### src/rtl/strap_clk_pkg.sv
package strap_clk_pkg;
  typedef enum logic [1:0] {
    MODE_NORMAL = 2'd0,
    MODE_EXT66  = 2'd1,
    MODE_TEST   = 2'd2,
    MODE_RSVD   = 2'd3
  } clk_mode_t;

  localparam int NGRP    = 6;
  localparam int G_CPU   = 0;
  localparam int G_V66   = 1;
  localparam int G_BUF66 = 2;
  localparam int G_PCI   = 3;
  localparam int G_REF   = 4;
  localparam int G_USB   = 5;

  function automatic clk_mode_t decode_mode(input logic [1:0] code, input logic fsel);
    case (code)
      2'b00:   return MODE_NORMAL;
      2'b10:   return MODE_EXT66;
      2'b01:   return fsel ? MODE_RSVD : MODE_TEST;
      default: return MODE_RSVD;
    endcase
  endfunction
endpackage

### src/rtl/strap_capture.sv
module strap_capture (
  input  logic       clk,
  input  logic       rst,
  input  logic [1:0] mode_code,
  input  logic       freq_sel,
  input  logic       pwrgd_n,
  output logic       capture,
  output logic [1:0] held_mode,
  output logic       held_freq,
  output logic       valid
);
  assign capture = !valid && !pwrgd_n;

  always_ff @(posedge clk) begin
    if (rst) begin
      valid     <= 1'b0;
      held_mode <= 2'b00;
      held_freq <= 1'b0;
    end else if (capture) begin
      valid     <= 1'b1;
      held_mode <= mode_code;
      held_freq <= freq_sel;
    end
  end

  // captured straps never move while valid stays set
  a_r3_strap_hold: assert property (@(posedge clk) disable iff (rst)
    (valid && $past(valid)) |-> ($stable(held_mode) && $stable(held_freq)));
  // a low strobe while not yet valid always yields valid next cycle
  a_r2_capture: assert property (@(posedge clk) disable iff (rst)
    (!valid && !pwrgd_n) |=> valid);
endmodule

### src/rtl/tick_divider.sv
module tick_divider #(
  parameter int CNT_W = 4
) (
  input  logic             clk,
  input  logic             rst,
  input  logic             clear,
  input  logic             run,
  input  logic             tick,
  input  logic [CNT_W-1:0] div,
  output logic             pulse
);
  logic [CNT_W-1:0] cnt;
  logic             last;

  assign last = (cnt == div - CNT_W'(1));

  always_ff @(posedge clk) begin
    if (rst || clear) begin
      cnt   <= '0;
      pulse <= 1'b0;
    end else begin
      pulse <= 1'b0;
      if (run && tick) begin
        if (last) begin
          cnt   <= '0;
          pulse <= 1'b1;
        end else begin
          cnt <= cnt + CNT_W'(1);
        end
      end
    end
  end

  // the phase counter stays inside the divide window
  a_r9_cnt_range: assert property (@(posedge clk) disable iff (rst)
    (div != '0) |-> (cnt < div));
endmodule

### src/rtl/strap_clk_divider.sv
module strap_clk_divider #(
  parameter int CNT_W       = 4,
  parameter int CPU_DIV_LO  = 4,
  parameter int CPU_DIV_HI  = 3,
  parameter int V66_DIV     = 6,
  parameter int PCI_DIV     = 12,
  parameter int EXT_PCI_DIV = 2,
  parameter int T_CPU_DIV   = 2,
  parameter int T_V66_DIV   = 4,
  parameter int T_PCI_DIV   = 8,
  parameter int T_USB_DIV   = 2
) (
  input  logic       clk,
  input  logic       rst,
  input  logic [1:0] mode_code,
  input  logic       freq_sel,
  input  logic       pwrgd_n,
  input  logic       vco_tick,
  input  logic       ext66_tick,
  input  logic       tclk_tick,
  input  logic       xtal_tick,
  input  logic       usb_src_tick,
  output logic       cpu_en,
  output logic       v66_en,
  output logic       buf66_en,
  output logic       pci_en,
  output logic       ref_en,
  output logic       usb_en,
  output logic [1:0] strap_mode,
  output logic       strap_freq,
  output logic       strap_valid,
  output logic       mode_error
);
  import strap_clk_pkg::*;

  localparam logic [CNT_W-1:0] ONE = CNT_W'(1);

  logic             capture;
  logic             run;
  clk_mode_t        mode;
  logic             grp_tick  [NGRP];
  logic [CNT_W-1:0] grp_div   [NGRP];
  logic [NGRP-1:0]  grp_pulse;

  strap_capture u_capture (
    .clk      (clk),
    .rst      (rst),
    .mode_code(mode_code),
    .freq_sel (freq_sel),
    .pwrgd_n  (pwrgd_n),
    .capture  (capture),
    .held_mode(strap_mode),
    .held_freq(strap_freq),
    .valid    (strap_valid)
  );

  assign mode       = decode_mode(strap_mode, strap_freq);
  assign mode_error = strap_valid && (mode == MODE_RSVD);
  assign run        = strap_valid && (mode != MODE_RSVD);

  always_comb begin
    for (int g = 0; g < NGRP; g++) begin
      grp_tick[g] = 1'b0;
      grp_div[g]  = ONE;
    end
    case (mode)
      MODE_NORMAL, MODE_EXT66: begin
        grp_tick[G_CPU] = vco_tick;
        grp_div[G_CPU]  = strap_freq ? CNT_W'(CPU_DIV_HI) : CNT_W'(CPU_DIV_LO);
        grp_tick[G_V66] = vco_tick;
        grp_div[G_V66]  = CNT_W'(V66_DIV);
        grp_tick[G_REF] = xtal_tick;
        grp_tick[G_USB] = usb_src_tick;
        if (mode == MODE_NORMAL) begin
          grp_tick[G_BUF66] = vco_tick;
          grp_div[G_BUF66]  = CNT_W'(V66_DIV);
          grp_tick[G_PCI]   = vco_tick;
          grp_div[G_PCI]    = CNT_W'(PCI_DIV);
        end else begin
          grp_tick[G_BUF66] = ext66_tick;
          grp_tick[G_PCI]   = ext66_tick;
          grp_div[G_PCI]    = CNT_W'(EXT_PCI_DIV);
        end
      end
      MODE_TEST: begin
        for (int g = 0; g < NGRP; g++) grp_tick[g] = tclk_tick;
        grp_div[G_CPU]   = CNT_W'(T_CPU_DIV);
        grp_div[G_V66]   = CNT_W'(T_V66_DIV);
        grp_div[G_BUF66] = CNT_W'(T_V66_DIV);
        grp_div[G_PCI]   = CNT_W'(T_PCI_DIV);
        grp_div[G_USB]   = CNT_W'(T_USB_DIV);
      end
      default: ;
    endcase
  end

  for (genvar g = 0; g < NGRP; g++) begin : g_grp
    tick_divider #(.CNT_W(CNT_W)) u_div (
      .clk  (clk),
      .rst  (rst),
      .clear(capture),
      .run  (run),
      .tick (grp_tick[g]),
      .div  (grp_div[g]),
      .pulse(grp_pulse[g])
    );
  end

  assign cpu_en   = grp_pulse[G_CPU];
  assign v66_en   = grp_pulse[G_V66];
  assign buf66_en = grp_pulse[G_BUF66];
  assign pci_en   = grp_pulse[G_PCI];
  assign ref_en   = grp_pulse[G_REF];
  assign usb_en   = grp_pulse[G_USB];

  // nothing toggles before the straps are captured
  a_r1_idle: assert property (@(posedge clk) disable iff (rst)
    !strap_valid |-> (grp_pulse == '0));
  // reserved modes keep all groups quiet
  a_r8_rsvd_quiet: assert property (@(posedge clk) disable iff (rst)
    mode_error |-> (grp_pulse == '0));
  // PCI pulses align with 3V66 pulses on a shared source
  a_r9_aligned: assert property (@(posedge clk) disable iff (rst)
    ((mode == MODE_NORMAL || mode == MODE_TEST) && pci_en) |-> v66_en);
  // the decoded mode is frozen after capture
  a_r3_mode_frozen: assert property (@(posedge clk) disable iff (rst)
    (strap_valid && $past(strap_valid)) |-> $stable(mode_error));
endmodule

### config.mk
export PLATFORM = sky130hd
export DESIGN_NAME = strap_clk_divider
export DESIGN_NICKNAME = d
export VERILOG_FILES = /design/src/rtl/strap_clk_pkg.sv /design/src/rtl/strap_capture.sv /design/src/rtl/tick_divider.sv /design/src/rtl/strap_clk_divider.sv
export SDC_FILE = /design/constraint.sdc
export NUM_CORES = 1
export LEC_CHECK = 0
export ABC_CLOCK_PERIOD_IN_PS = 2200
export CAP_MARGIN = 20
export CELL_PAD_IN_SITES_DETAIL_PLACEMENT = 0
export CELL_PAD_IN_SITES_GLOBAL_PLACEMENT = 1
export CORE_ASPECT_RATIO = 0.6
export CORE_MARGIN = 2
export CORE_UTILIZATION = 41
export DETAILED_ROUTE_END_ITERATION = 16
export PLACE_DENSITY_LB_ADDON = 0.1
export SETUP_SLACK_MARGIN = 0.3
export SYNTH_ARGS = -nofsm -noshare
export SYNTH_HDL_FRONTEND = slang
export SYNTH_SLANG_ARGS = --single-unit
### constraint.sdc
create_clock -name clk -period 2.2 [get_ports clk]
set_input_delay 0.22 -clock clk [delete_from_list [all_inputs] [get_ports clk]]
set_output_delay 0.22 -clock clk [all_outputs]
set_load 0.05 [all_outputs]
# Yosys cells after proc, flatten, opt, wreduce, memory -nomap -nowiden
# Cells that the tools add are included.
# totals
ff_bits,34
inputBits,11
output_inout_bits,11
wordCells,86
# op_classes
n_addsub,11
eq_ne,11
n_mux,21
bitwise,6
reduce_logical,22
# op_table
cell,n
$pmux W15 S2,1
$mux W4,7
$add A4 B1 Y4 const B,6
$eq A4 B4 Y1,5
$reduce_or A2 Y1,7
$pmux W6 S2,1
$sub A4 B1 Y4 const B,3
$logic_and A1 B1 Y1,9
$mux W1,7
$eq A2 B2 Y1 const B,3
$mux W3,2
$not A1 Y1,6
$pmux W2 S3,1
$eq A2 B1 Y1 const B,2
$logic_not A2 Y1,2
$logic_not A4 Y1,1
$mux W2,2
$sub A3 B1 Y4 const B,1
$sub A2 B1 Y3 const B,1
$logic_not A1 Y1,2
$ne A2 B2 Y1 const B,1
$logic_or A1 B1 Y1,1

# Depth between registers and ports, before layout
# Gate-level depths: netlist of run 1.
# depth
ltp_word,8
ltp_mapped,8
mapped_depth_nobuf,7

# Cells and area by module
# From an unflattened synthesis of run 1, not the netlist that was laid out.
# hier_totals
cells_unflattened,242
area_unflattened_um2,2164.6
# modules_own_cells
mod,instances,cells_per_inst,area_each_um2
tick_divider,6,33,309.0
strap_clk_divider,1,28,161.4
strap_capture,1,16,148.9

# Least setup slack after synthesis of run 1
# No wires, ideal clock.
# synth_path
path_type,register -> register
start,register u_capture.held_mode[0]
end,register g_grp[2].u_div.cnt[0]
setup_time_ns,0.123
arrival_time_ns,1.931
setup_slack_ns,0.146
path_stages_with_launch,8
period_less_slack_ns,2.054
path_cell_list,dfxtp_1 buf_4 buf_2 a21oi_1 xor2_1 a2111o_1 o21ai_1 nor2_1
# synth_between
elab_chain_cells,8
word_cells_on_any_way,18
cone_classes,add/sub: 1; eq/ne: 6; mux: 6; reduce/logical: 5
# synth_lines
item,line_no,source
"start, declared",strap_capture.sv:8,"output logic [1:0] held_mode,"
"start signal, assigned",strap_capture.sv:21,held_mode <= mode_code;
"$eq A2 B1 Y1, or another cell as far along",strap_clk_pkg.sv:18,case (code)
$pmux W2 S3 (*),strap_clk_pkg.sv:18,
$eq A2 B1 Y1 / $logic_not A2 Y1 (equally long branches),"strap_clk_divider.sv:66, strap_clk_divider.sv:74",
$reduce_or A2 Y1 / $mux W3 (equally long branches),"strap_clk_divider.sv:66, strap_clk_divider.sv:74",
$pmux W15 S2,strap_clk_divider.sv:66,case (mode)
$sub A4 B1 Y4,tick_divider.sv:15,assign last = (cnt == div - CNT_W'(1));
$eq A4 B4 Y1,tick_divider.sv:15,
$mux W4,tick_divider.sv:24,if (last) begin
"end signal, assigned",tick_divider.sv:28,cnt <= cnt + CNT_W'(1);
"end, declared",tick_divider.sv:12,logic [CNT_W-1:0] cnt;
# Mark *: on every way between the ends. The rest lies on a longest branch, timed or not.
# A chain may end at the register's enable or synchronous reset.

# Worst setup path after layout of run 1
# layout_path
start,register u_capture.held_freq
end,output strap_freq
# layout_lines
item,line_no,source
"start, declared",strap_capture.sv:9,"output logic held_freq,"
"start signal, assigned",strap_capture.sv:22,held_freq <= freq_sel;
"end, declared",strap_clk_divider.sv:30,"output logic strap_freq,"
# No word-level cell between the ends.

==> summary.md, run 1 <==
Timing
- **min setup slack post-route** 0.371 ns
- **time the final worst path needs with I/O delays and setup** 1.83 ns
- **setup TNS** 0 ns
- **setup clock skew after layout** 0.00742 ns
- **Rel. slew slack** 59.7%
- **worst-margin pin slew** 0.600 ns
- **final-report hold violation count** 0
- **Final Setup Violations** 0
- **part of the cycle the worst path needs** 83.1%
- **maximum clock rate** 0.547 GHz
- **number of max-slew violations in the final report** 0
- **setup repair after global routing missed its margin** yes

Detailed routing
- **drt pass-1 iters** 4
- **vias per cell** 5.24
- **average wire length per cell after detail routing** 13.3 µm
- **Antenna Violating Nets Remaining** 0
- **number of design rule violations left after detail routing** 0
- **via count** 1416
- **drt total wl** 3590 µm
- **violation count after the first detailed-routing iteration** 56

CTS
- **CTS-repair resized insts** 3
- **H-Tree Level Count** 2
- **clock tree root driver cell** clkbuf_8
- **total clock buffers created by CTS** 5
- **CTS clock-pin slew for the worst setup and hold paths** 0.07 ns
- **Setup Buffers After CTS** 0
- **number of buffers between clock root and the deepest sink** 2
- **CTS tree** done
- **Skew-Pair Late Insertion Delay** 0.28 ns
- **count of hold-fix buffers inserted at cts** 0
- **number of clock sinks seen by CTS** 34

Power
- **sequential power share** 50.9%
- **internal power summed over all cells** 0.941 mW
- **proportion of total power due to net switching** 26.5%
- **total power divided by cell area** 620 nW/µm²
- **Static Leakage** 0.775 nW
- **reported net switching power** 0.339 mW
- **Clk network pwr share** 37.4%
- **fraction of power consumed by combinational cells** 11.7%
- **worst IR drop on VDD** 0.000273 V

Setup path
- **critical path peak fanout** 14
- **beginning of the worst register-to-register path** u_capture.held_mode[0]
- **number of cell instances on the worst register-to-register path** 5
- **family of cells with the greatest summed delay on the critical path** buffers and inverters
- **Critical Path End Type** primary output
- **cell at the slowest stage of the critical path** clkdlybuf4s50_1
- **Data required, critical path** 1.98 ns
- **delay of the slowest cell on the worst path** 0.85 ns
- **number of buffers and inverters on the critical path** 1
- **capturing point of the worst reg2reg path** g_grp[3].u_div.cnt[3]
- **CP cell instances** clkdlybuf4s50_1
- **R2R Setup Slk** 0.38 ns
- **Crit Path Class** reg -> out
- **Critical Path Source Type** flop
- **crit path DAT** 1.61 ns

Placed design
- **Port Buffer Count** 21
- **Placer Congestion** 0.774
- **post-placement worst setup slack** 0.189 ns
- **Cell Area, Placed** 1960 µm²
- **Detailed Place HPWL** 2590 µm
- **Placed Cells incl. Taps** 262

Synth
- **Top FF cell, synth** dfxtp_1
- **Post-synth top cells** dfxtp_1, nor2_1, nand2_1
- **unique cell type count in the Yosys netlist** 44
- **cell type with the largest total area after synthesis** dfxtp_1
- **ranking of synthesized cells by area** dfxtp_1, xor2_1, ha_1
- **Yosys warning count** 0
- **post-synthesis async set-or-reset flop share** 0%
- **Cells after Synth** 198
- **Avg Cell Area, Syn** 8.67 µm²
- **total nets after synthesis** 216
- **area share of the largest cell type after synthesis** 39.7%
- **post-synthesis instance area** 1720 µm²
- **number of register bits inferred by synthesis** 34
- **top-count cell post-synth** dfxtp_1
- **sequential area share after synthesis** 39.7%
- **number of synthesized flops with an enable pin** 0

Flow run
- **max cap viols** 0

Die
- **number of primary I/O pins** 22
- **area of the core region** 4050 µm²
- **initial core utilization** 42.3%
- **die area** 4740 µm²
- **number of cell rows** 18
- **horizontal die dimension** 87.5 µm
- **vertical die dimension** 54.1 µm

Global routing
- **vias in the first global route** 1271
- **Total GRT Usage** 16.1%
- **initial antenna violation count** 0
- **global-route wire length before repair** 5700 µm
- **pin count of the biggest net entering global routing** 23
- **gr ovfl total** 0

Min path
- **hold-critical path endpoint** u_capture.held_mode[0]
- **Worst Hold Launch** mode_code[0]
- **path type of the worst min-delay path** in -> reg
- **cell count of the worst hold path** 3

Finish
- **post-route cell area** 2070 µm²
- **count of antenna diodes in the layout** 0
- **fraction of final layout cells sized beyond drive strength 1** 10.0%
- **final standard cell count with taps included and fillers excluded** 270
- **number of nets in the layout** 237
- **area growth from synthesis to layout** 20.4%
- **number of fill cells in the layout** 378

Outcome
- **run status** finished clean

layout make-up:
cell class | instances | area (µm²) | share of cell area (%)
timing repair buffer | 23 | 224 | 10.8
inverter | 4 | 15.0 | 0.726
clock inverter | 2 | 12.5 | 0.605
tap | 50 | 62.6 | 3.03
multi-input combinational | 151 | 981 | 47.5
clock buffer | 6 | 82.6 | 4.00
sequential | 34 | 689 | 33.4
per-stage QoR:
| stage | total power [mW] | hold WS [ns] | utilization, % |
|---|---|---|---|
| floorplan | 0.766 | 0.282 | - |
| global placement | 0.814 | 0.466 | 48.3 |
| detailed placement | 0.818 | 0.495 | 48.3 |
| CTS | 1.29 | 0.489 | 50.9 |
| global route | 1.34 | 0.501 | 51.0 |
| finish | 1.28 | 0.493 | 51.0 |
flip-flops by register name, summed over array words and instances (netlist names):
name and count:
g_grp.u_div.cnt 24, u_capture.held_freq 1, u_capture.held_mode 2, u_capture.valid 1, g_grp.u_div.pulse 6
worst max path at each step:
stage	depth (start not counted)	startpoint	endpoint
after floorplan	6	u_capture.held_freq	g_grp[3].u_div.cnt[3]
after global placement	6	tclk_tick	g_grp[3].u_div.cnt[3]
after detailed placement	6	tclk_tick	g_grp[3].u_div.cnt[3]
after CTS	1	u_capture.held_mode[1]	strap_mode[1]
after global routing	5	u_capture.held_mode[0]	g_grp[3].u_div.cnt[3]
final	1	u_capture.held_freq	strap_freq
layer usage:
| metal | up-vias | share of wire [%] | track usage (%) |
|---|---|---|---|
| met2 | 29 | 41 | 25.6 |
| met5 | - | 0 | 0 |
| met4 | 0 | 0.58 | 4.62 |
| li1 | 735 | - | - |
| met3 | 5 | 6.2 | 5.06 |
| met1 | 647 | 52 | 21.3 |
layout by cell type (no fill, tap or decap), types with 2 or more instances in the layout:
| cell type | instances |
|---|---|
| nand2_1 | 17 |
| xor2_1 | 13 |
| dfxtp_4 | 2 |
| inv_1 | 4 |
| nand3b_1 | 2 |
| clkdlybuf4s50_1 | 18 |
| nand2b_1 | 2 |
| nor2b_1 | 6 |
| o21ai_0 | 9 |
| nor3b_1 | 3 |
| o31a_1 | 2 |
| clkbuf_8 | 6 |
| buf_4 | 3 |
| dfxtp_1 | 31 |
| a21oi_1 | 13 |
| mux2i_1 | 3 |
| o21a_1 | 2 |
| nand4_1 | 4 |
| ha_1 | 7 |
| o21ai_1 | 5 |
| nor2_1 | 21 |
| or3_1 | 2 |
| nor3_1 | 7 |
| a31oi_1 | 2 |
| nand3_1 | 7 |
| xnor2_1 | 5 |
logic make-up (layout without fill, tap and decap cells):
kind of cell	after synthesis	in the layout	synth area share (%)
AO/OA/AOI/OAI	40	40	14.6
XOR/XNOR	18	18	9.18
adder cells (fa/ha/maj)	7	7	5.10
buffers and inverters	13	35	3.72
flip-flops	34	34	39.6
multiplexers	4	4	2.41
AND/OR/NAND/NOR	82	82	25.4
power by group through the flow:
stage / clock network (mW) / registers [mW] / logic [mW]
finish: 0.479 / 0.652 / 0.150
global route: 0.527 / 0.654 / 0.163
CTS: 0.490 / 0.652 / 0.151
detailed placement: 0 / 0.667 / 0.151
global placement: 0 / 0.666 / 0.149
floorplan: 0 / 0.673 / 0.0927
Power figures use the tool's default switching activity.
==> run 2, diff against run 1 <==
- ABC_CLOCK_PERIOD_IN_PS: 2200 -> 1700
- clock period: 2.2 -> 1.7 ns (I/O delays scaled with it)
==> summary.md, run 2 (synthesized netlist as in run 1, its figures left out) <==
Outcome
- **run status** finished clean, unchanged

Timing
- **final-report hold violation count** 0, unchanged
- **maximum clock rate** 0.596 GHz
- **Final Setup Violations** 0, unchanged
- **part of the cycle the worst path needs** 98.8%
- **setup clock skew after layout** 0.00469 ns, was 0.00742 ns
- **setup repair after global routing missed its margin** yes, unchanged
- **number of max-slew violations in the final report** 0, unchanged
- **time the final worst path needs with I/O delays and setup** 1.68 ns
- **Worst Hold Slack** 0.426 ns, was 0.493 ns
- **min setup slack post-route** 0.0210 ns, was 0.371 ns
- **worst-margin pin slew** 0.510 ns, was 0.600 ns
- **Rel. slew slack** 66.1%, was 59.7%

CTS
- **Skew-Pair Late Insertion Delay** 0.29 ns, was 0.28 ns
- **total clock buffers created by CTS** 5, unchanged
- **number of clock sinks seen by CTS** 34, unchanged
- **CTS clock-pin slew for the worst setup and hold paths** 0.07 ns, about the same
- **number of buffers between clock root and the deepest sink** 2, unchanged
- **H-Tree Level Count** 2, unchanged
- **CTS tree** done, unchanged
- **clock tree root driver cell** clkbuf_8, unchanged

Die
- **area of the core region** 4050 µm², unchanged
- **die area** 4740 µm², unchanged
- **horizontal die dimension** 87.5 µm, unchanged
- **number of primary I/O pins** 22, unchanged
- **number of cell rows** 18, unchanged
- **vertical die dimension** 54.1 µm, unchanged
- **initial core utilization** 42.3%, unchanged

Global routing
- **met1 track utilization from global routing** 28.1%, was 21.3%
- **pin count of the biggest net entering global routing** 17, was 23
- **Total GRT Usage** 21.1%, was 16.1%
- **global-route wire length before repair** 7360 µm, was 5700 µm
- **vias in the first global route** 1562, was 1271
- **GR Util met3** 5.37%, was 5.06%
- **routing usage on met2** 34.1%, was 25.6%
- **gr ovfl total** 0, unchanged
- **initial antenna violation count** 0, unchanged
- **GRT busiest layer** met2, unchanged

Setup path
- **Crit Path Class** reg -> reg, was reg -> out
- **delay of the slowest cell on the worst path** 0.46 ns, was 0.85 ns
- **Critical Path End Type** flop, was primary output
- **cell at the slowest stage of the critical path** a2111o_1, was clkdlybuf4s50_1
- **critical path peak fanout** 7, was 14
- **Critical Path Source Type** flop, unchanged
- **crit path DAT** 1.86 ns, was 1.61 ns
- **CP cell instances** buf_6 > nor3b_2 > o21ai_1 > a2111o_1 > o21ai_2 > a21oi_1, was clkdlybuf4s50_1
- **Data required, critical path** 1.88 ns, was 1.98 ns

Detailed routing
- **violation count after the first detailed-routing iteration** 94, was 56
- **via count** 1661, was 1416
- **drt pass-1 iters** 4, unchanged
- **Antenna Violating Nets Remaining** 0, unchanged
- **number of design rule violations left after detail routing** 0, unchanged
- **average wire length per cell after detail routing** 15.5 µm, was 13.3 µm
- **vias per cell** 5.34, was 5.24
- **drt total wl** 4810 µm, was 3590 µm

Min path
- **path type of the worst min-delay path** in -> reg, unchanged

Finish
- **max FFs per register** 24, unchanged
- **top register by number of flip-flops** g_grp.u_div.cnt, unchanged
- **final standard cell count with taps included and fillers excluded** 311, was 270
- **registers with the most flip-flops** g_grp.u_div.cnt x24, g_grp.u_div.pulse x6, u_capture.held_mode x2, unchanged
- **fraction of final layout cells sized beyond drive strength 1** 37.2%, was 10.0%
- **share of the core filled with cells in the final layout** 65.6%, was 51.0%
- **most frequent standard cell in the layout excluding fill and tap cells** buf_4, was dfxtp_1
- **number of nets in the layout** 278, was 237
- **count of antenna diodes in the layout** 0, unchanged
- **most used cells in the layout excluding fill and tap cells** buf_4, dfxtp_1, nor2_1, was dfxtp_1, nor2_1, clkdlybuf4s50_1
- **area growth from synthesis to layout** 54.9%, was 20.4%

Power
- **total power** 1.86 mW, was 1.28 mW
- **Static Leakage** 1.06 nW, was 0.775 nW
- **worst IR drop on VDD** 0.000440 V, was 0.000273 V
- **total power divided by cell area** 701 nW/µm², was 620 nW/µm²

Flow run
- **max cap viols** 0, unchanged

Placed design
- **Placer Congestion** 0.776, was 0.774
- **Port Buffer Count** 21, unchanged
- **Placed Cells incl. Taps** 274, was 262
- **Detailed Place HPWL** 2820 µm, was 2590 µm
- **post-placement worst setup slack** -0.0671 ns, was 0.189 ns

==> run 2: cell types whose count changed in the layout (fill, tap and decap cells not counted), moves of 5 or more <==
cell             change
dlygate4sd2_1        +5
buf_4               +27
buf_6               +15
clkdlybuf4s50_1      -8
o21ai_0              -5
==> run 2: cell type report <==
class                      instances  area [µm²]
tap                               50        62.6
clock buffer                       8         101
timing repair buffer              64         602
sequential                        34         699
multi-input combinational        151        1180
inverter                           4        15.0
fill                             330        1400
==> run 2: per-layer routing <==
| metal | vias to the layer above | routed length (µm) |
|---|---|---|
| met5 | - | 0 |
| met4 | 0 | 50 |
| met3 | 8 | 163 |
| met2 | 34 | 2290 |
| met1 | 805 | 2310 |
| li1 | 814 | - |
==> run 2: worst max-delay path: cells and delay by family, from the launching register on <==
kind,cells,cell delay (ns)
AO/OA/AOI/OAI,4,0.85
buffers and inverters,1,0.15
AND/OR/NAND/NOR,1,0.18
flip-flops,1,0.39
==> run 2: final timing paths <==
check                         startpoint                     end  slack, ns  cells after the start
hold / removal              mode_code[0]  u_capture.held_mode[0]       0.43                      3
setup reg to reg  u_capture.held_mode[1]   g_grp[2].u_div.cnt[1]       0.02                      6
setup / recovery  u_capture.held_mode[1]   g_grp[2].u_div.cnt[1]       0.02                      6
hold reg to reg    g_grp[4].u_div.cnt[3]   g_grp[4].u_div.cnt[3]       0.48                      2
==> run 2: repair_timing <==
action | in CTS | in global routing
gates resized for setup | 33 | 38
pin swaps | 21 | 23
setup buffers | 17 | 12
endpoints found under the setup margin | 36 | 31
hold buffers | 0 | 0
==> run 2: power breakdown <==
part / internal (mW) / total, mW / switching (mW)
Combinational: 0.177 / 0.349 / 0.172
Clock: 0.379 / 0.679 / 0.300
Sequential: 0.808 / 0.836 / 0.0287
Total: 1.36 / 1.86 / 0.500
==> run 2: through the flow <==
stage | area, µm² | setup TNS (ns)
finish | 2660 | 0
global route | 2660 | -0.267
CTS | 2400 | 0
detailed placement | 2090 | -0.0852
global placement | 2090 | -0.0136
floorplan | 1770 | -0.252
